### config.mk
export PLATFORM = sky130hd
export DESIGN_NAME = spi_irq_status_reg
export DESIGN_NICKNAME = d
export VERILOG_FILES = /design/src/rtl/spi_irq_pkg.sv /design/src/rtl/spi_irq_sticky.sv /design/src/rtl/spi_irq_chan.sv /design/src/rtl/spi_irq_bus.sv /design/src/rtl/spi_irq_status_reg.sv
export SDC_FILE = /design/constraint.sdc
export NUM_CORES = 1
export LEC_CHECK = 0
export ABC_AREA = 1
export BUFFER_PORTS_ARGS = -buffer_cell sky130_fd_sc_hd__buf_2
export CORE_UTILIZATION = 30
export CTS_CLUSTER_DIAMETER = 150
export DETAILED_ROUTE_END_ITERATION = 8
export GPL_TIMING_DRIVEN = 0
export MAX_ROUTING_LAYER = met4
export SYNTH_ARGS = -nofsm -noshare
export SYNTH_HDL_FRONTEND = slang
export SYNTH_SLANG_ARGS = --single-unit
export TNS_END_PERCENT = 1
### constraint.sdc
create_clock -name clk -period 1.5 [get_ports clk]
set_input_delay 0.15 -clock clk [delete_from_list [all_inputs] [get_ports clk]]
set_output_delay 0.15 -clock clk [all_outputs]
set_load 0.01 [all_outputs]
### src/rtl/spi_irq_pkg.sv
package spi_irq_pkg;
   localparam int unsigned FIELDS_PER_CH = 4;

   typedef enum logic [1:0] {
      FLD_TX_EMPTY = 2'd0,
      FLD_TX_UNDER = 2'd1,
      FLD_RX_FULL  = 2'd2,
      FLD_RX_OVF   = 2'd3
   } irq_field_e;

   function automatic int unsigned flag_pos(input int unsigned ch, input irq_field_e f);
      return ch * FIELDS_PER_CH + int'(f);
   endfunction
endpackage

### src/rtl/spi_irq_sticky.sv
module spi_irq_sticky (
   input  logic clk,
   input  logic rst_n,
   input  logic set_i,
   input  logic clr_i,
   output logic flag_o
);
   always_ff @(posedge clk) begin
      if (!rst_n)
         flag_o <= 1'b0;
      else
         flag_o <= set_i | (flag_o & ~clr_i);
   end
endmodule

### src/rtl/spi_irq_chan.sv
module spi_irq_chan
   import spi_irq_pkg::*;
#(
   parameter bit HAS_OVF = 1'b0
) (
   input  logic                     clk,
   input  logic                     rst_n,
   input  logic                     en_i,
   input  logic                     load_i,
   input  logic [FIELDS_PER_CH-1:0] ev_i,
   input  logic [FIELDS_PER_CH-1:0] clr_i,
   output logic [FIELDS_PER_CH-1:0] stat_o
);
   logic                     loaded_q;
   logic [FIELDS_PER_CH-1:0] set_q;

   always_ff @(posedge clk) begin
      if (!rst_n)
         loaded_q <= 1'b0;
      else if (!en_i)
         loaded_q <= 1'b0;
      else if (load_i)
         loaded_q <= 1'b1;
   end

   always_comb begin
      set_q               = ev_i & {FIELDS_PER_CH{en_i}};
      set_q[FLD_TX_UNDER] = set_q[FLD_TX_UNDER] & loaded_q;
   end

   for (genvar f = 0; f < FIELDS_PER_CH - 1; f++) begin : g_fld
      spi_irq_sticky u_flag (
         .clk   (clk),
         .rst_n (rst_n),
         .set_i (set_q[f]),
         .clr_i (clr_i[f]),
         .flag_o(stat_o[f])
      );
   end

   if (HAS_OVF) begin : g_ovf
      spi_irq_sticky u_flag (
         .clk   (clk),
         .rst_n (rst_n),
         .set_i (set_q[FLD_RX_OVF]),
         .clr_i (clr_i[FLD_RX_OVF]),
         .flag_o(stat_o[FLD_RX_OVF])
      );
   end else begin : g_rsvd
      logic unused_ovf;
      assign unused_ovf          = set_q[FLD_RX_OVF] ^ clr_i[FLD_RX_OVF];
      assign stat_o[FLD_RX_OVF]  = 1'b0;
   end
endmodule

### src/rtl/spi_irq_bus.sv
module spi_irq_bus #(
   parameter int unsigned          ADDR_W   = 8,
   parameter int unsigned          DATA_W   = 32,
   parameter logic [ADDR_W-1:0]    REG_ADDR = 'h18
) (
   input  logic              clk,
   input  logic              rst_n,
   input  logic              test_mode,
   input  logic [ADDR_W-1:0] bus_addr,
   input  logic              bus_wr,
   input  logic              bus_rd,
   input  logic [DATA_W-1:0] bus_wdata,
   input  logic [DATA_W-1:0] status_i,
   output logic [DATA_W-1:0] clr_o,
   output logic [DATA_W-1:0] rd_data
);
   logic hit;

   assign hit   = (bus_addr == REG_ADDR);
   assign clr_o = (bus_wr && hit) ? bus_wdata : '0;

   always_ff @(posedge clk) begin
      if (!rst_n)
         rd_data <= '0;
      else if (bus_rd && hit && !test_mode)
         rd_data <= status_i;
      else
         rd_data <= '0;
   end
endmodule

### src/rtl/spi_irq_status_reg.sv
module spi_irq_status_reg
   import spi_irq_pkg::*;
#(
   parameter int unsigned       NUM_CH   = 4,
   parameter int unsigned       ADDR_W   = 8,
   parameter int unsigned       DATA_W   = 32,
   parameter int unsigned       EOW_BIT  = 17,
   parameter int unsigned       OVF_CH   = 0,
   parameter logic [ADDR_W-1:0] REG_ADDR = 'h18
) (
   input  logic              clk,
   input  logic              rst_n,
   input  logic              test_mode,
   input  logic [NUM_CH-1:0] ch_enable,
   input  logic [NUM_CH-1:0] tx_load,
   input  logic [NUM_CH-1:0] tx_empty_ev,
   input  logic [NUM_CH-1:0] tx_underrun_ev,
   input  logic [NUM_CH-1:0] rx_full_ev,
   input  logic              rx_ovf_ev,
   input  logic              wcnt_done_ev,
   input  logic [ADDR_W-1:0] bus_addr,
   input  logic              bus_wr,
   input  logic              bus_rd,
   input  logic [DATA_W-1:0] bus_wdata,
   output logic [DATA_W-1:0] rd_data
);
   localparam int unsigned CH_BITS = FIELDS_PER_CH * NUM_CH;

   initial begin
      if (NUM_CH < 1 || CH_BITS > EOW_BIT || EOW_BIT >= DATA_W || OVF_CH >= NUM_CH)
         $fatal(1, "spi_irq_status_reg: inconsistent parameters");
   end

   logic [CH_BITS-1:0] ch_stat;
   logic               eow_q;
   logic [DATA_W-1:0]  status_q;
   logic [DATA_W-1:0]  clr_vec;
   logic               unused_clr;

   for (genvar c = 0; c < NUM_CH; c++) begin : g_ch
      logic [FIELDS_PER_CH-1:0] ev;
      if (c == OVF_CH) begin : g_ovf_src
         assign ev = {rx_ovf_ev, rx_full_ev[c], tx_underrun_ev[c], tx_empty_ev[c]};
      end else begin : g_no_ovf
         assign ev = {1'b0, rx_full_ev[c], tx_underrun_ev[c], tx_empty_ev[c]};
      end

      spi_irq_chan #(.HAS_OVF(c == OVF_CH)) u_chan (
         .clk   (clk),
         .rst_n (rst_n),
         .en_i  (ch_enable[c]),
         .load_i(tx_load[c]),
         .ev_i  (ev),
         .clr_i (clr_vec[c*FIELDS_PER_CH +: FIELDS_PER_CH]),
         .stat_o(ch_stat[c*FIELDS_PER_CH +: FIELDS_PER_CH])
      );
   end

   spi_irq_sticky u_eow (
      .clk   (clk),
      .rst_n (rst_n),
      .set_i (wcnt_done_ev),
      .clr_i (clr_vec[EOW_BIT]),
      .flag_o(eow_q)
   );

   always_comb begin
      status_q              = '0;
      status_q[CH_BITS-1:0] = ch_stat;
      status_q[EOW_BIT]     = eow_q;
   end

   assign unused_clr = ^clr_vec;

   spi_irq_bus #(
      .ADDR_W  (ADDR_W),
      .DATA_W  (DATA_W),
      .REG_ADDR(REG_ADDR)
   ) u_bus (
      .clk      (clk),
      .rst_n    (rst_n),
      .test_mode(test_mode),
      .bus_addr (bus_addr),
      .bus_wr   (bus_wr),
      .bus_rd   (bus_rd),
      .bus_wdata(bus_wdata),
      .status_i (status_q),
      .clr_o    (clr_vec),
      .rd_data  (rd_data)
   );
endmodule

==> results of run 1 <==
-- per-layer routing --
metal | global-route usage | vias up | share of wire
met2 | 0.214 | 51 | 0.46
met5 | - | - | 0
met3 | 0.0451 | 5 | 0.076
li1 | - | 651 | -
met1 | 0.152 | 471 | 0.45
met4 | 0.0544 | 0 | 0.011
-- stage by stage --
stage	utilization	total power (W)
2_1_floorplan	-	0.00103
3_3_place_gp	0.414	0.00111
3_5_place_dp	0.414	0.00111
4_1_cts	0.434	0.00178
5_1_grt	0.434	0.00184
6_report	0.434	0.00175
-- area by class of cell --
type,instances,area share
sequential,32,0.339
multi-input combinational,100,0.271
timing repair buffer,62,0.164
buffer,21,0.0821
inverter,31,0.0615
clock buffer,8,0.0477
tap,52,0.0344
-- worst paths after layout --
kind | endpoint | start
worst min register to register | u_bus.rd_data[1] | g_ch[0].u_chan.g_fld[1].u_flag.flag_o
worst min-delay path | g_ch[0].u_chan.loaded_q | tx_load[0]
worst max-delay path | g_ch[1].u_chan.g_fld[0].u_flag.flag_o | bus_addr[2]
worst max register to register | g_ch[2].u_chan.g_fld[1].u_flag.flag_o | g_ch[2].u_chan.loaded_q
-- logic make-up (layout without fill, tap and decap cells) --
| family | Yosys count | in the layout |
|---|---|---|
| flops | 32 | 32 |
| other cells | 1 | 18 |
| simple gates | 64 | 64 |
| compound gates | 18 | 18 |
| buf+inv | 52 | 122 |
-- cell usage after synthesis --
master	count	share of area
a21oi_1	5	0.018
buf_2	1	0.0037
buf_4	18	0.099
buf_6	1	0.0083
clkbuf_1	1	0.0028
conb_1	1	0.0028
dfxtp_1	32	0.47
inv_1	30	0.083
inv_2	1	0.0028
nand2_1	18	0.050
nand3_1	13	0.048
nand3_2	1	0.0074
nand4_1	5	0.023
nand4_4	1	0.016
nor2_1	13	0.036
nor2_2	11	0.051
nor2_4	2	0.017
o211a_1	4	0.029
o21ai_0	9	0.033
-- critical path, stage by stage --
cell and delay, ns:
buf_2 0.09, inv_1 0.04, nand2_1 0.07, nor2_4 0.23, nand3_2 0.25, nor2_1 0.15
o21ai_0 0.08
-- power groups by stage --
stage | sequential (W) | combinational, W | clock (W)
6_report | 0.000893 | 0.000200 | 0.000659
5_1_grt | 0.000896 | 0.000228 | 0.000714
4_1_cts | 0.000893 | 0.000201 | 0.000687
3_5_place_dp | 0.000911 | 0.000200 | 0
3_3_place_gp | 0.000910 | 0.000197 | 0
2_1_floorplan | 0.000909 | 0.000117 | 0
-- registers in the layout, summed over array words and instances, names as in the netlist --
| signal | flops |
|---|---|
| g_ch.u_chan.g_fld.u_flag.flag_o | 12 |
| g_ch.u_chan.g_ovf.u_flag.flag_o | 1 |
| g_ch.u_chan.loaded_q | 4 |
| u_bus.rd_data | 14 |
| u_eow.flag_o | 1 |
==> impl_metrics.env, run 1 <==
export IMPL_min_delay_path_class="in2reg"
export IMPL_synth_yosys_seq_area_share=0.471
export IMPL_post_cts_setup_buffers=0
export IMPL_post_cts_resize_count=0
export IMPL_post_synthesis_mux_area_share=0
export IMPL_final_period_minus_worst_setup_slack_ns=0.903
export IMPL_cts_clk_slew_worst_paths_ns=0.06
export IMPL_max_clock_freq_ghz=1.11
export IMPL_layout_commonest_cell="buf_2"
export IMPL_final_min_period_over_clock_period=0.602
export IMPL_die_width_um=69.4
export IMPL_seq_power_share=0.510
export IMPL_place_gp_congestion=0.692
export IMPL_fin_nets=320
export IMPL_final_seq_area_um2=641
export IMPL_power_switching_fraction=0.227
export IMPL_cellInternalPower_w=0.00135
export IMPL_global_route_overflow_total=0
export IMPL_worst_endpoint_data_arrival_time_ns=1.06
export IMPL_synth_top_family_by_area="simple AND/OR/NAND/NOR gates"
export IMPL_cts_buffers=5
export IMPL_power_density_cell_area_mw_per_mm2=926
export IMPL_dp_cells=298
export IMPL_core_rowCount=24
export IMPL_wirelength_um=2890
export IMPL_clk_latency_ns=0.27
export IMPL_worstSetupStartpointType="primary input"
export IMPL_drive_above_1_share=0.409
export IMPL_final_cell_count_no_fill=306
export IMPL_antennaDiodeCount=0
export IMPL_power_static_leakage_nw=1.01
export IMPL_reg2reg_depth=2
export IMPL_fin_worst_skew_ns=0.00317
export IMPL_layout_cell_area_non_filler_mm2=0.00189
export IMPL_peak_fanout_along_the_critical_path=9
export IMPL_number_of_antenna_violations_at_the_first_check_in_global_routing=0
export IMPL_pin_count=99
export IMPL_pin_count_of_the_biggest_net_entering_global_routing=11
export IMPL_h_tree_depth=2
export IMPL_hpwlAfterDp_um=2250
export IMPL_post_place_ws_ns=0.260
export IMPL_timing_critical_path_to_type="flop"
export IMPL_synth_compound_area_frac=0.0809
export IMPL_remaining_drc_errors=0
export IMPL_post_route_worst_setup_slack_ns=0.597
export IMPL_synth_fa_ha_area_frac=0
export IMPL_net_switching_power_w=0.000397
export IMPL_drv_max_cap_violation_count=0
export IMPL_grt_pass1_vias=1123
export IMPL_numPortBuffers=62
export IMPL_hold_violations=0
export IMPL_setup_reg_to_reg_worst_slack_ns=0.86
export IMPL_track_usage=0.133
export IMPL_via_count=1178
export IMPL_ir_worst_vdd_mv=0.425
export IMPL_tns_ns=0
export IMPL_maxSlewViolCount=0
export IMPL_multi_input_comb_area_um2=513
export IMPL_clock_sink_count=32
export IMPL_synth_cell_types=19
export IMPL_die_area_mm2=0.00481
export IMPL_worst_hold_slack_ns=0.100
export IMPL_synth_area_per_cell_um2=8.15
export IMPL_comb_power_share=0.114
export IMPL_starting_utilization_of_the_core_area=0.313
export IMPL_initialDrtViolationCount=33
export IMPL_synth_seq_cells=32
export IMPL_post_synth_and_or_nand_nor_area_fraction=0.246
export IMPL_die_h_um=69.4
export IMPL_yosysWarnings=0
export IMPL_final_setup_viol_count=0
export IMPL_antenna_violating_nets_post_route=0
export IMPL_detail_route_first_pass_iterations=4
export IMPL_timing_critical_path_required_ns=1.66
export IMPL_coreArea_mm2=0.00435
export IMPL_classification_of_the_worst_setup_path="in2reg"
export IMPL_cts_tree="done"
export IMPL_cts_hold_repair_buffers=0
export IMPL_rsz0062_at_grt="no"
export IMPL_drt_wirelength_per_cell_um=9.45
export IMPL_grt_pass1_wl_um=4850
export IMPL_syn2layout_area_growth_pct=38.9
export IMPL_netlist_instances=167
export IMPL_placed_instance_area_mm2=0.00180
export IMPL_netlist_area_mm2=0.00136
export IMPL_min_path_cells=2
export IMPL_most_frequent_cells_in_the_layout="buf_2 (63), dfxtp_1 (32), inv_1 (30)"
export IMPL_synth_xor_area_frac=0
export IMPL_viasPerCell=3.85
export IMPL_status="finished clean"
export IMPL_clockPowerShare=0.376
export IMPL_n_fill_cell=457
export IMPL_cts_root_buf="clkbuf_8"
export IMPL_clock_path_buffers=2
No activity file was read; power rests on OpenSTA's default activity.
==> run 2, diff against run 1 <==
==> constraint.sdc (replaced) <==
create_clock -name clk -period 0.8 [get_ports clk]
set_input_delay 0.08 -clock clk [delete_from_list [all_inputs] [get_ports clk]]
set_output_delay 0.08 -clock clk [all_outputs]
set_load 0.01 [all_outputs]
==> impl_metrics.env, run 2 (synthesis gave the netlist of run 1 again) <==
export IMPL_worst_hold_slack_ns=0.0299
export IMPL_clockPowerShare=0.370
export IMPL_timing_critical_path_buf_inv=3
export IMPL_place_gp_congestion=0.692
export IMPL_cts_root_buf="clkbuf_8"
export IMPL_placed_instance_area_mm2=0.00180
export IMPL_final_core_util=0.484
export IMPL_hold_violations=0
export IMPL_initialDrtViolationCount=24
export IMPL_global_route_overflow_total=0
export IMPL_peak_fanout_along_the_critical_path=6
export IMPL_dp_cells=298
export IMPL_net_switching_power_w=0.000767
export IMPL_wirelength_um=3270
export IMPL_fin_nets=328
export IMPL_cts_clk_slew_worst_paths_ns=0.06
export IMPL_viasPerCell=3.94
export IMPL_remaining_drc_errors=0
export IMPL_r2r_start="g_ch[2].u_chan.loaded_q"
export IMPL_min_delay_path_class="in2reg"
export IMPL_seq_power_share=0.503
export IMPL_crit_reg2reg_capture="g_ch[2].u_chan.g_fld[1].u_flag.flag_o"
export IMPL_clock_path_buffers=2
export IMPL_pin_count_of_the_biggest_net_entering_global_routing=11
export IMPL_setup_reg_to_reg_worst_slack_ns=0.16
export IMPL_cell_class_contributing_the_biggest_share_of_worst_path_delay="simple AND/OR/NAND/NOR gates"
export IMPL_critPathCapture="u_bus.rd_data[14]"
export IMPL_power_static_leakage_nw=1.08
export IMPL_status="finished with violations"
export IMPL_cp_depth=7
export IMPL_antenna_violating_nets_post_route=0
export IMPL_cts_tree="done"
export IMPL_reg_largest_list="u_bus.rd_data x14, g_ch.u_chan.g_fld.u_flag.flag_o x12, g_ch.u_chan.loaded_q x4"
export IMPL_clock_sink_count=32
export IMPL_timing_critical_path_required_ns=1.02
export IMPL_comb_power_share=0.127
export IMPL_starting_utilization_of_the_core_area=0.313
export IMPL_die_area_mm2=0.00481
export IMPL_final_cell_count_no_fill=314
export IMPL_worst_endpoint_data_arrival_time_ns=1.02
export IMPL_post_place_ws_ns=-0.370
export IMPL_die_width_um=69.4
export IMPL_reg2reg_depth=2
export IMPL_crit_start="bus_addr[0]"
export IMPL_registers_top_by_ff_count="u_bus.rd_data"
export IMPL_antennaDiodeCount=0
export IMPL_grt_pass1_wl_um=4840
export IMPL_ir_worst_vdd_mv=0.624
export IMPL_classification_of_the_worst_setup_path="in2reg"
export IMPL_power_switching_fraction=0.231
export IMPL_detail_route_first_pass_iterations=4
export IMPL_max_clock_freq_ghz=1.24
export IMPL_worstSetupStartpointType="primary input"
export IMPL_power_density_cell_area_mw_per_mm2=1580
export IMPL_final_min_period_over_clock_period=1.01
export IMPL_drive_above_1_share=0.477
export IMPL_syn2layout_area_growth_pct=54.9
export IMPL_hpwlAfterDp_um=2250
export IMPL_cts_hold_repair_buffers=0
export IMPL_cellInternalPower_w=0.00256
export IMPL_coreArea_mm2=0.00435
export IMPL_number_of_antenna_violations_at_the_first_check_in_global_routing=0
export IMPL_rsz0062_at_grt="yes"
export IMPL_h_tree_depth=2
export IMPL_numPortBuffers=62
export IMPL_crit_path_max_incr_delay_ns=0.24
export IMPL_most_frequent_cells_in_the_layout="buf_2 (56), inv_1 (27), dfxtp_1 (27)"
export IMPL_violated_checks="negative setup slack"
export IMPL_pin_count=99
export IMPL_fin_worst_skew_ns=0.00216
export IMPL_core_rowCount=24
export IMPL_die_h_um=69.4
export IMPL_clk_latency_ns=0.27
export IMPL_worst_path_cell_chain="buf_6 -> inv_2 -> nand2_4 -> nor2_4 -> nand4_4 -> clkbuf_16 -> nor2_2"
export IMPL_cts_buffers=5
export IMPL_via_count=1237
export IMPL_drv_max_cap_violation_count=0
export IMPL_final_period_minus_worst_setup_slack_ns=0.804
export IMPL_grt_pass1_vias=1118
export IMPL_layout_cell_area_non_filler_mm2=0.00211
export IMPL_max_ffs_per_register=14
export IMPL_drt_wirelength_per_cell_um=10.4
export IMPL_slowest_stage_cell_on_the_critical_path="nor2_4"
export IMPL_final_setup_viol_count=1
export IMPL_timing_critical_path_to_type="flop"
export IMPL_track_usage=0.133
export IMPL_layout_commonest_cell="buf_2"
export IMPL_post_route_worst_setup_slack_ns=-0.00447
export IMPL_maxSlewViolCount=0
-- run 2: cell count changes in the layout (fill, tap and decap cells not counted), sizes merged --
cell    change
buf         +6
clkbuf      +1
nand3       +1
-- run 2: worst min-delay path by stage --
| stage | startpoint | endpoint | depth (start not counted) | slack, ns |
|---|---|---|---|---|
| 3_5_place_dp | tx_load[3] | g_ch[3].u_chan.loaded_q | 2 | 0.31 |
| 6_report | tx_load[2] | g_ch[2].u_chan.loaded_q | 2 | 0.03 |
| 3_3_place_gp | tx_empty_ev[1] | g_ch[1].u_chan.g_fld[0].u_flag.flag_o | 3 | 0.31 |
| 5_1_grt | tx_load[3] | g_ch[3].u_chan.loaded_q | 2 | 0.03 |
| 2_1_floorplan | ch_enable[0] | g_ch[0].u_chan.g_fld[0].u_flag.flag_o | 2 | 0.21 |
| 4_1_cts | tx_load[0] | g_ch[0].u_chan.loaded_q | 2 | 0.02 |
-- run 2: per-stage QoR --
stage | power [W] | setup TNS [ns]
final | 0.00333 | -0.00447
after CTS | 0.00334 | -0.0130
after global placement | 0.00208 | -5.95
after detailed placement | 0.00208 | -6.54
after floorplan | 0.00192 | -0.282
after global routing | 0.00349 | -0.217
-- run 2: worst reg2reg max path: cells and delay by family, from the launching register on --
| kind | cells | cell delay, ns |
|---|---|---|
| AOI/OAI and AO/OA | 1 | 0.15 |
| and+or+nand+nor | 1 | 0.10 |
| DFF | 1 | 0.33 |
-- run 2: timing repair --
item / 4_1_cts / 5_1_grt
pin swaps: 0 / 9
setup buffers: 0 / 6
gates cloned: 0 / 2
endpoints found under the setup margin: 14 / 30
hold endpoints to repair: 0 / 0
resized for setup: 3 / 31
-- run 2: final cells by class --
type,instances,area [µm²]
fill,430,2250
sequential,32,647
multi-input combinational,101,576
timing repair buffer,69,448
buffer,21,164
inverter,31,119
clock buffer,8,90.1
tap,52,65.1
-- run 2: power by group through the flow --
stage	clock, W	sequential [W]	combinational (W)
finish	0.00123	0.00167	0.000424
global route	0.00134	0.00168	0.000475
CTS	0.00129	0.00167	0.000378
detailed placement	0	0.00171	0.000375
global placement	0	0.00171	0.000370
floorplan	0	0.00170	0.000220
-- run 2: per-layer routing --
metal / vias to the layer above / GRT usage / share of wire / wire length (µm)
met5: - / - / 0 / 0
met1: 509 / 0.154 / 0.45 / 1460
met4: 0 / 0.0544 / 0.015 / 48
met2: 51 / 0.211 / 0.47 / 1530
li1: 669 / - / - / -
met3: 8 / 0.0451 / 0.069 / 227
